==> src/rtl/lp_state_ctrl.sv <==
module lp_state_ctrl #(
  parameter int SYNC_STAGES = 2
) (
  input  logic       clk,
  input  logic       rst_n,
  input  logic       stop_req_n,
  input  logic       sleep_req_n,
  output logic [1:0] pwr_state,
  output logic       core_clk_en,
  output logic       bus_clk_en,
  output logic       pll_en,
  output logic       sg_ack,
  output logic       snoop_ok,
  output logic       intr_ok
);

  localparam logic [1:0] ST_RUN = 2'b00;
  localparam logic [1:0] ST_SG  = 2'b01;
  localparam logic [1:0] ST_SLP = 2'b10;
  localparam int         MSB    = SYNC_STAGES - 1;

  logic [MSB:0] stop_sync, sleep_sync;
  logic [1:0]   state_q, state_d;
  logic         stop_on, sleep_on;

  always_ff @(posedge clk or negedge rst_n) begin
    if (!rst_n) begin
      stop_sync  <= '1;
      sleep_sync <= '1;
    end else begin
      stop_sync  <= {stop_sync[MSB-1:0], stop_req_n};
      sleep_sync <= {sleep_sync[MSB-1:0], sleep_req_n};
    end
  end

  assign stop_on  = ~stop_sync[MSB];
  assign sleep_on = ~sleep_sync[MSB];

  always_comb begin
    state_d = state_q;
    case (state_q)
      ST_RUN:  if (stop_on) state_d = ST_SG;
      ST_SG:   if (sleep_on) state_d = ST_SLP;
               else if (!stop_on) state_d = ST_RUN;
      ST_SLP:  if (!sleep_on) state_d = ST_SG;
      default: state_d = ST_RUN;
    endcase
  end

  always_ff @(posedge clk or negedge rst_n) begin
    if (!rst_n) begin
      state_q <= ST_RUN;
      sg_ack  <= 1'b0;
    end else begin
      state_q <= state_d;
      sg_ack  <= (state_q == ST_RUN) && (state_d == ST_SG);
    end
  end

  assign pwr_state   = state_q;
  assign core_clk_en = (state_q == ST_RUN);
  assign bus_clk_en  = (state_q != ST_SLP);
  assign pll_en      = 1'b1;
  assign snoop_ok    = (state_q != ST_SLP);
  assign intr_ok     = (state_q != ST_SLP);

endmodule


==> config.mk <==
export PLATFORM = sky130hd
export DESIGN_NAME = lp_state_ctrl
export DESIGN_NICKNAME = d
export VERILOG_FILES = /design/src/rtl/lp_state_ctrl.sv
export SDC_FILE = /design/constraint.sdc
export NUM_CORES = 1
export LEC_CHECK = 0
export BUFFER_PORTS_ARGS = -buffer_cell sky130_fd_sc_hd__buf_2
export CELL_PAD_IN_SITES_DETAIL_PLACEMENT = 1
export CELL_PAD_IN_SITES_GLOBAL_PLACEMENT = 1
export CORE_AREA = 4 4 41 43
export CTS_BUF_LIST = sky130_fd_sc_hd__clkbuf_2
export CTS_CLUSTER_DIAMETER = 200
export DETAILED_ROUTE_END_ITERATION = 7
export DIE_AREA = 0 0 45 47
export GPL_TIMING_DRIVEN = 1
export PLACE_DENSITY = 0.6
export SYNTH_ARGS = -nofsm -noshare
export SYNTH_HDL_FRONTEND = slang
export SYNTH_SLANG_ARGS = --single-unit
==> constraint.sdc <==
create_clock -name clk -period 0.9 [get_ports clk]
set_clock_uncertainty 0.1 [all_clocks]
set_input_delay 0.18 -clock clk [delete_from_list [all_inputs] [get_ports clk]]
set_output_delay 0.18 -clock clk [all_outputs]
set_load 0.05 [all_outputs]
Word level (Yosys, flattened, before mapping):

Index checks and enable logic that the tools add are counted.

* logic and storage cells: 15
* bits of input ports: 4
* flip-flop bits (word level): 7

* mux-type cells: 5
* reductions and logical operators: 2
* equal/unequal tests: 4

Operator list (count)
* $mux 2: 4
* $pmux 2 s3: 1
* $eq 2x1->1 const B: 2
* $eq 2x2->1 const B: 1
* $logic_not 2->1: 1
* $ne 2x2->1 const B: 1
* $logic_and 1x1->1: 1

Longest topological paths before layout:

* word-level depth: 5
* depth in mapped cells: 2
* gate-level depth less buffers: 2

Worst setup path before layout:

No wires, ideal clock.

* path kind: register to output
* start: reg state_q[0] (netlist: pwr_state[0])
* end: out intr_ok
* slack: -739 ps
* path buffers: 1
* data arrival time: 1359 ps
* cell stages (with the launch flop): 3
* required time: 620 ps
* path through: dfrtp_1 -> nand2b_2 -> buf_4

* cells in the longest elaborated chain, start to end: 1

Ends and longest elaborated chain
* start: declaration: RTL line 23 `logic [1:0] state_q, state_d;`
* start signal: assignment: RTL line 55 `state_q <= state_d;`
* $ne 2x2->1
* end: declaration: RTL line 14 `output logic intr_ok`

Every way passes these cells.

Final worst setup path:

* start: reg state_q[0] (netlist: pwr_state[0])
* end: out snoop_ok

* cells in the longest elaborated chain, start to end: 1

Ends and longest elaborated chain
* $ne 2x2->1: RTL line 64 `assign snoop_ok = (state_q != ST_SLP);`
* end: declaration: RTL line 13 `output logic snoop_ok,`

Every way passes these cells.

==> reports/summary.log <==
INFO  logic_synthesis syn_area_per_cell=14.0squm
INFO  global_route   grt_pass1_wl=862um
INFO  logic_synthesis register_bit_count_reported_by_yosys=7
INFO  clock_network  clockBufferDepth=2
INFO  critical_path  worst-endpoint-arrival=0.98ns
INFO  floorplan      placement_rows=13
INFO  floorplan      die_height=47um
INFO  worst_hold_path worstHoldPathType=primary input to async pin
INFO  global_route   number_of_antenna_violations_at_the_first_check_in_global_routing=0
INFO  flow_run       cap_viol_max_count=0
INFO  pwr            worst_voltage_drop_across_the_vdd_grid=0.685mV
INFO  drt            avgRoutedWirePerCell=10.0um
INFO  critical_path  r2r_start=pwr_state[0]$_DFF_PN0_
INFO  status         run_status=finished, violations left
INFO  sta            timing.fmax=797MHz
INFO  placement      placed_cell_area=344squm
INFO  global_route   grt_pass1_vias=214
INFO  pwr            switchingPower=411uW
INFO  pwr            cellPowerDensity=2250nW/um^2
INFO  floorplan      top_level_ports=12
INFO  critical_path  path_max_fanout=5
INFO  drt            drtAntennaViolNets=0
INFO  clock_network  cts_num_sinks=7
INFO  global_route   grt_start_max_net_pins=8
INFO  pwr            sw_frac_of_total=37.6%
INFO  logic_synthesis yosysWarningCount=0
INFO  pwr            total_leakage_power=0.000225uW
INFO  critical_path  r2r_setup_slack=-0.32ns
INFO  status         failed_checks=setup timing
INFO  floorplan      die_x=45um
INFO  drt            detail_route.vias_per_cell=3.70
INFO  placement      portBuffers=10
INFO  critical_path  timing.critical_path.buf_inv=1
INFO  logic_synthesis synth.net_count=23
INFO  clock_network  clock_latency=0.22ns
INFO  sta            final-hold-violation-count=0
INFO  critical_path  rr_endpoint=pwr_state[0]$_DFF_PN0_
INFO  drt            remaining_drc_errors=0
INFO  critical_path  crit_path_end_kind=primary output
INFO  critical_path  cp-start-kind=flop
INFO  floorplan      initial_core_util=20.4%
INFO  layout         num_antenna_cells=0
INFO  layout         num-nets-final=44
INFO  drt            drt_iter0_drc=0
INFO  clock_network  cts.htree.levels=1
INFO  pwr            share_clk_of_total_power=20.3%
INFO  critical_path  setup.worst_path.class=flop to primary output
INFO  critical_path  critical_path.max_stage_delay=0.43ns
INFO  critical_path  crit_family=flip-flops
INFO  floorplan      die-area=2120squm
INFO  critical_path  worst_path_max_delay_cell=sky130_fd_sc_hd__dfrtp_2
INFO  critical_path  path_cells=nand2b_4, buf_6
INFO  drt            num_vias=200
INFO  global_route   global_route.usage.total=6.06%
INFO  logic_synthesis synth.distinct_cells=12
INFO  floorplan      core_area=1300squm
INFO  clock_network  cts.clk_slew.worst_paths=0.07ns
INFO  sta            grt_setup_unrepaired=true
INFO  clock_network  tritoncts_clock_tree=yes
INFO  layout         drive_gt1_share=82.1%
INFO  critical_path  rr_worst_depth=5
INFO  clock_network  cts-root-buf=sky130_fd_sc_hd__clkbuf_2
INFO  sta            final_report_max_slew_violation_count=0
INFO  drt            routed_wl=540um
INFO  layout         area_growth_syn_to_layout=83.5%
INFO  sta            setup_slack=-0.355ns
INFO  sta            timing.final.crit_period=1.26ns
INFO  sta            setup_total_negative_slack=-2.70ns
INFO  logic_synthesis netlist_instances=19
INFO  logic_synthesis mappedNetlistArea=265squm
INFO  layout         final_area=487squm
INFO  pwr            intPower=683uW
INFO  logic_synthesis sequential_fraction_of_the_synthesis_area=67.9%
INFO  pwr            pwr-share-comb=44.3%
INFO  placement      hpwlAfterDp=378um
INFO  clock_network  numCtsBuffers=3
INFO  drt            drt_first_pass_iters=1
INFO  global_route   globalRoute.totalOverflow=0
INFO  sta            setup_viol_count_final=9
INFO  critical_path  required=0.62ns
INFO  sta            final_min_period_over_clock_period=139%
INFO  pwr            seq_power_share=35.4%
INFO  placement      gpl.final_weighted_congestion=0.620
[synth_stat cells]
| cell type | number | area [sq um] |
|---|---|---|
| sky130_fd_sc_hd__a21oi_2 | 1 | 8.76 |
| sky130_fd_sc_hd__buf_4 | 3 | 22.5 |
| sky130_fd_sc_hd__conb_1 | 1 | 3.75 |
| sky130_fd_sc_hd__dfrtp_1 | 3 | 75.1 |
| sky130_fd_sc_hd__dfstp_2 | 4 | 105 |
| sky130_fd_sc_hd__inv_1 | 1 | 3.75 |
| sky130_fd_sc_hd__nand2b_1 | 1 | 6.26 |
| sky130_fd_sc_hd__nand2b_2 | 1 | 8.76 |
| sky130_fd_sc_hd__nor2_1 | 1 | 3.75 |
| sky130_fd_sc_hd__nor2b_1 | 1 | 6.26 |
| sky130_fd_sc_hd__nor3_1 | 1 | 5.00 |
| sky130_fd_sc_hd__o32ai_2 | 1 | 16.3 |
[registers in the layout (all words and copies together) (netlist names)]
signal,count
pwr_state,2
sg_ack,1
sleep_sync,2
stop_sync,2
[placed cells by master, fill, tap and decap left out]
| cell | count |
|---|---|
| sky130_fd_sc_hd__a21oi_2 | 1 |
| sky130_fd_sc_hd__buf_2 | 3 |
| sky130_fd_sc_hd__buf_4 | 4 |
| sky130_fd_sc_hd__buf_6 | 9 |
| sky130_fd_sc_hd__clkbuf_2 | 4 |
| sky130_fd_sc_hd__conb_1 | 1 |
| sky130_fd_sc_hd__dfrtp_1 | 1 |
| sky130_fd_sc_hd__dfrtp_2 | 2 |
| sky130_fd_sc_hd__dfstp_2 | 4 |
| sky130_fd_sc_hd__dlygate4sd3_1 | 3 |
| sky130_fd_sc_hd__inv_1 | 1 |
| sky130_fd_sc_hd__nand2b_4 | 2 |
| sky130_fd_sc_hd__nor2_2 | 1 |
| sky130_fd_sc_hd__nor2b_1 | 1 |
| sky130_fd_sc_hd__nor3_4 | 1 |
| sky130_fd_sc_hd__o32ai_2 | 1 |
[through the flow]
step	hold WS, ns	total power, uW	std cells	setup WS [ns]	utilization [%]
finish	0.214	1090	54	-0.355	37.4
floorplan	-0.216	672	19	-0.426	-
global placement	-0.0819	729	44	-0.139	26.4
global route	0.222	1160	54	-0.414	37.4
CTS	0.202	1070	52	-0.381	35.0
detailed placement	-0.0791	736	44	-0.164	26.4
[worst max path at each step]
stage               slack (ns)  depth (start not counted)         end              startpoint
floorplan                -0.43                          2     intr_ok  pwr_state[0]$_DFF_PN0_
detailed placement       -0.16                          2  bus_clk_en  pwr_state[0]$_DFF_PN0_
global placement         -0.14                          2     intr_ok  pwr_state[0]$_DFF_PN0_
finish                   -0.36                          2    snoop_ok  pwr_state[0]$_DFF_PN0_
CTS                      -0.38                          2  bus_clk_en  pwr_state[0]$_DFF_PN0_
global route             -0.41                          2     intr_ok  pwr_state[0]$_DFF_PN0_
[metal layers]
| metal | vias to the layer above | part of all wire (%) | wire length [um] | GRT usage [%] |
|---|---|---|---|---|
| li1 | 96 | - | - | - |
| met1 | 94 | 35 | 187 | 6.29 |
| met2 | 10 | 56 | 305 | 9.60 |
| met3 | 0 | 8.7 | 47 | 2.30 |
| met4 | 0 | 0 | 0 | 5.26 |
| met5 | - | 0 | 0 | 0 |
[cell type report]
| type | instances | area [sq um] |
|---|---|---|
| Fill cell | 139 | 815 |
| Sequential cell | 7 | 183 |
| Timing Repair Buffer | 19 | 176 |
| Multi-Input combinational cell | 8 | 85.1 |
| Clock buffer | 4 | 20.0 |
| Tap cell | 15 | 18.8 |
| Inverter | 1 | 3.75 |
[power by group through the flow]
stage	combinational (uW)	sequential, uW	clock (uW)
final	485	387	222
after floorplan	207	465	0
after global placement	344	386	0
after detailed placement	347	390	0
after CTS	443	388	238
after global routing	508	392	257
[cell families after synthesis]
| kind of cell | after synthesis | synth area share [%] |
|---|---|---|
| other | 1 | 1.41 |
| DFF | 7 | 67.9 |
| and+or+nand+nor | 5 | 11.3 |
| buffers and inverters | 4 | 9.90 |
| AOI/OAI and AO/OA | 2 | 9.44 |
[what timing repair did]
action / 4_1_cts / 5_1_grt
endpoints found under the setup margin: 10 / 10
hold buffers: 3 / 0
pin swaps: 2 / 3
setup buffers: 1 / 3
endpoints found under the hold margin: 9 / 0
resized for setup: 15 / 6
Power figures use the tool's default switching activity.
